## config.mk

```make
export PLATFORM = sky130hd
export DESIGN_NAME = wq_coalesce
export DESIGN_NICKNAME = d
export VERILOG_FILES = /design/src/rtl/wq_pkg.sv /design/src/rtl/wq_tag_cam.sv /design/src/rtl/wq_span_check.sv /design/src/rtl/wq_coalesce.sv
export SDC_FILE = /design/constraint.sdc
export NUM_CORES = 1
export LEC_CHECK = 0
export ABC_CLOCK_PERIOD_IN_PS = 9400
export BUFFER_PORTS_ARGS = -buffer_cell sky130_fd_sc_hd__buf_4
export CORE_MARGIN = 2
export CORE_UTILIZATION = 45
export CTS_CLUSTER_SIZE = 40
export DETAILED_ROUTE_END_ITERATION = 8
export PLACE_DENSITY = 0.71
export SYNTH_ARGS = -nofsm -noshare
export SYNTH_HDL_FRONTEND = slang
export SYNTH_HIERARCHICAL = 1
export SYNTH_SLANG_ARGS = --single-unit
```

## constraint.sdc

```tcl
create_clock -name clk -period 9.4 [get_ports clk]
set_clock_uncertainty 0.1 [all_clocks]
set_input_delay 1.88 -clock clk [delete_from_list [all_inputs] [get_ports clk]]
set_output_delay 1.88 -clock clk [all_outputs]
set_load 0.01 [all_outputs]
```

## src/rtl/wq_pkg.sv

```systemverilog
package wq_pkg;
  // width needed to index n slots (at least one bit)
  function automatic int unsigned idx_bits(int unsigned n);
    return (n > 1) ? $clog2(n) : 1;
  endfunction
endpackage

```

## src/rtl/wq_tag_cam.sv

```systemverilog
module wq_tag_cam #(
  parameter int DEPTH = 4,
  parameter int TAG_W = 16
) (
  input  logic [TAG_W-1:0]            key,
  input  logic [DEPTH-1:0]            vld,
  input  logic [DEPTH-1:0][TAG_W-1:0] tags,
  output logic [DEPTH-1:0]            match,
  output logic                        any
);
  for (genvar i = 0; i < DEPTH; i++) begin : g_cmp
    assign match[i] = vld[i] && (tags[i] == key);
  end
  assign any = |match;
endmodule

```

## src/rtl/wq_span_check.sv

```systemverilog
module wq_span_check #(
  parameter int DEPTH  = 4,
  parameter int ADDR_W = 16,
  parameter int SIZE_W = 5
) (
  input  logic [DEPTH-1:0]             vld,
  input  logic [DEPTH-1:0][ADDR_W-1:0] ent_addr,
  input  logic [DEPTH-1:0][SIZE_W-1:0] ent_size,
  input  logic [ADDR_W-1:0]            rd_addr,
  input  logic [SIZE_W-1:0]            rd_size,
  output logic                         covered
);
  localparam int EW = ADDR_W + 1;
  logic [DEPTH-1:0] cov;
  logic [EW-1:0]    rd_end;

  assign rd_end = {1'b0, rd_addr} + EW'(rd_size);

  for (genvar i = 0; i < DEPTH; i++) begin : g_span
    logic [EW-1:0] e_end;
    assign e_end  = {1'b0, ent_addr[i]} + EW'(ent_size[i]);
    assign cov[i] = vld[i] && (ent_addr[i] <= rd_addr) && (rd_end <= e_end);
  end
  assign covered = |cov;
endmodule

```

## src/rtl/wq_coalesce.sv

```systemverilog
module wq_coalesce #(
  parameter int ADDR_W      = 16,
  parameter int DEPTH       = 4,
  parameter int BURST_BYTES = 16,
  parameter int CNT_W       = 16,
  parameter int SIZE_W      = $clog2(BURST_BYTES) + 1,
  parameter int OCC_W       = $clog2(DEPTH + 1)
) (
  input  logic              clk,
  input  logic              rst,
  input  logic              wr_valid,
  output logic              wr_ready,
  input  logic [ADDR_W-1:0] wr_addr,
  input  logic [SIZE_W-1:0] wr_size,
  output logic              wr_retry,
  input  logic              rd_valid,
  input  logic [ADDR_W-1:0] rd_addr,
  input  logic [SIZE_W-1:0] rd_size,
  output logic              rd_resp_valid,
  output logic              rd_hit,
  input  logic              deq_req,
  output logic              deq_valid,
  output logic [ADDR_W-1:0] deq_addr,
  output logic [SIZE_W-1:0] deq_size,
  output logic [OCC_W-1:0]  occupancy,
  output logic [CNT_W-1:0]  merge_count
);
  localparam int PTR_W = wq_pkg::idx_bits(DEPTH);
  localparam logic [ADDR_W-1:0] LOW_MASK = ADDR_W'(BURST_BYTES - 1);
  localparam logic [OCC_W-1:0]  FULL_LVL = OCC_W'(DEPTH);

  logic [DEPTH-1:0][ADDR_W-1:0] ent_addr;
  logic [DEPTH-1:0][ADDR_W-1:0] ent_tag;
  logic [DEPTH-1:0][SIZE_W-1:0] ent_size;
  logic [DEPTH-1:0]             ent_vld;
  logic [PTR_W-1:0]             head, tail;
  logic [OCC_W-1:0]             count;
  logic                         stall_pend;

  logic             full, pop, acc, push, merged;
  logic [DEPTH-1:0] pop_mask, wr_cmp_vld, wr_match, rd_match;
  logic             wr_tag_any, rd_tag_any, rd_cover;
  logic [ADDR_W-1:0] wr_tag, rd_tag;

  function automatic logic [PTR_W-1:0] step(input logic [PTR_W-1:0] p);
    return (p == PTR_W'(DEPTH - 1)) ? '0 : p + PTR_W'(1);
  endfunction

  assign full      = (count == FULL_LVL);
  assign wr_ready  = !full;
  assign deq_valid = (count != '0);
  assign deq_addr  = ent_addr[head];
  assign deq_size  = ent_size[head];
  assign occupancy = count;

  assign pop      = deq_req && deq_valid;
  assign pop_mask = pop ? (DEPTH'(1) << head) : '0;
  // the popped tag is out of the set before the write is compared
  assign wr_cmp_vld = ent_vld & ~pop_mask;

  assign wr_tag = wr_addr & ~LOW_MASK;
  assign rd_tag = rd_addr & ~LOW_MASK;

  wq_tag_cam #(.DEPTH(DEPTH), .TAG_W(ADDR_W)) wr_cam_i (
    .key(wr_tag), .vld(wr_cmp_vld), .tags(ent_tag),
    .match(wr_match), .any(wr_tag_any)
  );

  wq_tag_cam #(.DEPTH(DEPTH), .TAG_W(ADDR_W)) rd_cam_i (
    .key(rd_tag), .vld(ent_vld), .tags(ent_tag),
    .match(rd_match), .any(rd_tag_any)
  );

  wq_span_check #(.DEPTH(DEPTH), .ADDR_W(ADDR_W), .SIZE_W(SIZE_W)) span_i (
    .vld(ent_vld), .ent_addr(ent_addr), .ent_size(ent_size),
    .rd_addr(rd_addr), .rd_size(rd_size), .covered(rd_cover)
  );

  assign acc    = wr_valid && wr_ready;
  assign merged = acc && wr_tag_any;
  assign push   = acc && !wr_tag_any;

  // payload registers: no reset, written only at the tail
  always_ff @(posedge clk) begin
    if (push) begin
      ent_addr[tail] <= wr_addr;
      ent_tag[tail]  <= wr_tag;
      ent_size[tail] <= wr_size;
    end
  end

  always_ff @(posedge clk) begin
    if (rst) begin
      ent_vld <= '0;
      head    <= '0;
      tail    <= '0;
      count   <= '0;
    end else begin
      if (pop) begin
        ent_vld[head] <= 1'b0;
        head          <= step(head);
      end
      if (push) begin
        ent_vld[tail] <= 1'b1;
        tail          <= step(tail);
      end
      case ({push, pop})
        2'b10:   count <= count + OCC_W'(1);
        2'b01:   count <= count - OCC_W'(1);
        default: count <= count;
      endcase
    end
  end

  always_ff @(posedge clk) begin
    if (rst) begin
      merge_count   <= '0;
      rd_resp_valid <= 1'b0;
      rd_hit        <= 1'b0;
      stall_pend    <= 1'b0;
      wr_retry      <= 1'b0;
    end else begin
      if (merged) merge_count <= merge_count + CNT_W'(1);
      rd_resp_valid <= rd_valid;
      rd_hit        <= rd_valid && rd_tag_any && rd_cover;
      wr_retry      <= stall_pend && !full;
      if (wr_valid && full)        stall_pend <= 1'b1;
      else if (stall_pend && !full) stall_pend <= 1'b0;
    end
  end
endmodule

```

==> flow_metrics.env <==
export IMPL_die_area_um2=25730
export IMPL_min_path_type="flop to flop"
export IMPL_finalWirelength_mm=33.77
export IMPL_p_int_mw=1.334
export IMPL_slew_limit_headroom_pct=18.95
export IMPL_p_sw_share_pct=35.35
export IMPL_yosysMostFrequentCell="ha_1"
export IMPL_tritoncts="done"
export IMPL_final_hold_violation_count=0
export IMPL_viasPerCell=5.796
export IMPL_antenna_found_initial=0
export IMPL_timing_rr_start="head[1]"
export IMPL_tightest_slew_ns=1.214
export IMPL_clock_sinks=115
export IMPL_cts_htree_levels=4
export IMPL_max_cap_violations=0
export IMPL_crit_type="input port to flop"
export IMPL_startpoint_type="input port"
export IMPL_drv_slew=0
export IMPL_fillers=2155
export IMPL_area_growth_pct=16.63
export IMPL_rsz0062_at_grt="no"
export IMPL_synth_warnings=6
export IMPL_dp_cells=1549
export IMPL_holdBufCountCts=0
export IMPL_synth_distinct_cells=72
export IMPL_ff_latch_area_um2=3143
export IMPL_critPathCaptureType="flop"
export IMPL_die_h_um=160.4
export IMPL_rr_endpoint="ent_addr[60]"
export IMPL_finalCriticalPeriod_ns=5.398
export IMPL_grt_max_degree=31
export IMPL_setup_viol=0
export IMPL_synth_area_leaders="edfxtp_1 23%, ha_1 18%, xnor2_1 11%, xor2_1 5.8%, dfxtp_1 5.6%"
export IMPL_coreArea_um2=24180
export IMPL_worst_slack_ns=4.002
export IMPL_cp_max_fo=5
export IMPL_fmax_ghz=0.1852
export IMPL_post_cts_buffers=0
export IMPL_nets=1456
export IMPL_clkSlewWorstSetupHoldPaths_ns=0.07
export IMPL_layout_drive_gt1_share_pct=15.12
export IMPL_ios=92
export IMPL_drtAntennaViolNets=0
export IMPL_start_util_pct=45.53
export IMPL_syn_inst=1095
export IMPL_status="finished clean"
export IMPL_row_count=57
export IMPL_cts_max_path_buffers=2
export IMPL_synth_largest_area_cell="edfxtp_1"
export IMPL_dp_hpwl_mm=26.98
export IMPL_grt_pass1_wl_mm=51.41
export IMPL_cts_made_buffers=17
export IMPL_crit_chain="buf_4 -> ha_1 -> inv_1 -> fa_1 -> nor2b_4 -> o31a_4 -> o21ai_0 -> nor3_1 -> xnor2_1 -> ha_1 -> a21o_1 -> a21oi_1 -> o2111ai_1 -> nand2_1 -> maj3_2 -> o21ai_2 -> a21oi_1 -> o311ai_1 -> nand4_1 -> and3_1"
export IMPL_die_w_um=160.4
export IMPL_p_per_area_nw_per_um2=160.7
export IMPL_portBuffers=91
export IMPL_reg2reg_depth=7
export IMPL_slowest_delay_ns=0.39
export IMPL_grt_remaining_overflow=0
export IMPL_syn_area_um2=11010
export IMPL_firstDrtPassIters=5
export IMPL_ir_drop_uv=139.8
export IMPL_seq_area_frac_synth_pct=28.55
export IMPL_syn_avg_cell_area_um2=10.05
export IMPL_post_place_ws_ns=3.639
export IMPL_netlist_area_leader_share_pct=22.91
export IMPL_fin_crit_sh_pct=57.43
export IMPL_clkPwrFrac_pct=31.5
export IMPL_yosys_most_used_dff="edfxtp_1"
export IMPL_drt_iter0_drc=706
export IMPL_power_share_combinational_pct=35.7
export IMPL_cp_endpoint="rd_hit"
export IMPL_worst_ep_arrival_time_ns=5.62
export IMPL_antenna_cells=0
export IMPL_rrSetupSlack_ns=4.95
export IMPL_tns_ns=0
export IMPL_grt_usage_pct=26.24
export IMPL_clk_latency_ns=0.42
export IMPL_place_area_um2=12240
export IMPL_synthTopCellsByCount="159 x ha_1, 137 x xnor2_1, 84 x edfxtp_1"
export IMPL_async_flop_share_pct=0
export IMPL_avgRoutedWirePerCell_um=21.36
export IMPL_finalNonFillerCells=1581
export IMPL_drc=0
export IMPL_cp_data_required_time_ns=9.62
export IMPL_cts_repair_resized=0
export IMPL_slowest_stage="o21ai_0"
export IMPL_vias=9163
export IMPL_synth_edf_count=84
export IMPL_final_util_pct=53.10
export IMPL_leakage_nw=5.080
export IMPL_seqPwrFrac_pct=32.9
export IMPL_crit_start="rd_addr[0]"
export IMPL_multi_input_area_um2=7751
export IMPL_finish_instance_area_um2=12840
export IMPL_root_buffer="clkbuf_16"
export IMPL_switchingPower_mw=0.7294
export IMPL_gp_congestion=0.9573
export IMPL_grt_pass1_vias=9240
export IMPL_synth_seq_cells=115
power by group through the flow:
stage	clock network, mW	logic, mW	registers, mW
global route	0.683	0.805	0.682
global placement	0	0.717	0.685
CTS	0.657	0.733	0.676
finish	0.649	0.736	0.678
detailed placement	0	0.729	0.686
floorplan	0	0.498	0.648
metal layers:
layer	part of all wire, %	track usage, %	wire (um)	vias up
li1	-	-	-	4304
met1	42	34.54	14340	4452
met2	49	44.61	16440	345
met3	6.1	3.461	2072	62
met4	2.7	8.968	920	0
met5	0	0	0	-
sequential cells by signal (all words and copies together), names as in the netlist:
signal,cells
ent_addr,64
ent_size,20
ent_vld,4
head,2
merge_count,16
occupancy,3
rd_hit,1
rd_resp_valid,1
stall_pend,1
tail,2
wr_retry,1
worst max-delay path, delay by kind of cell:
kind                       cells  cell delay (ns)
AOI/OAI and AO/OA              8             1.53
adders and majority gates      4             1.01
xor gates and xnor gates       1             0.38
buffers and inverters          2             0.22
and+or+nand+nor                5             0.58
area by class of cell:
class / count / share of cell area [%]
clock buffer: 17 / 3.314
clock inverter: 15 / 1.345
inverter: 60 / 1.774
multi-input combinational: 955 / 60.37
sequential: 115 / 24.48
tap: 324 / 3.158
timing repair buffer: 95 / 5.555
worst min path at each step:
stage                          from         endpoint  slack (ns)  cells past startpoint
floorplan                stall_pend         wr_retry        0.36                      1
global placement         stall_pend         wr_retry        0.37                      1
detailed placement  merge_count[15]  merge_count[15]        0.38                      2
CTS                 merge_count[15]  merge_count[15]        0.39                      2
global route        merge_count[15]  merge_count[15]        0.40                      2
finish              merge_count[15]  merge_count[15]        0.39                      2
cell usage in the layout (no fill, tap or decap), drive strengths merged, types with 57 or more instances in the layout:
cell and count:
inv 67, xnor2 138, xor2 73, ha 159, a21oi 57, buf 95, nor2 62, edfxtp 84
nand4 64, conb 58
logic make-up after synthesis:
logic type,share of synthesized area (%)
muxes,4.569
adders and majority gates,19.65
xor gates and xnor gates,16.86
DFF,28.55
AOI/OAI and AO/OA,10.95
and+or+nand+nor,16.41
buffers and inverters,2.978
other,0.03407
through the flow:
step / hold WS, ns / power (mW)
finish: 0.3910 / 2.063
global route: 0.4025 / 2.170
CTS: 0.3867 / 2.066
detailed placement: 0.3760 / 1.415
global placement: 0.3681 / 1.403
floorplan: 0.3578 / 1.146
No activity file was read; power rests on OpenSTA's default activity.
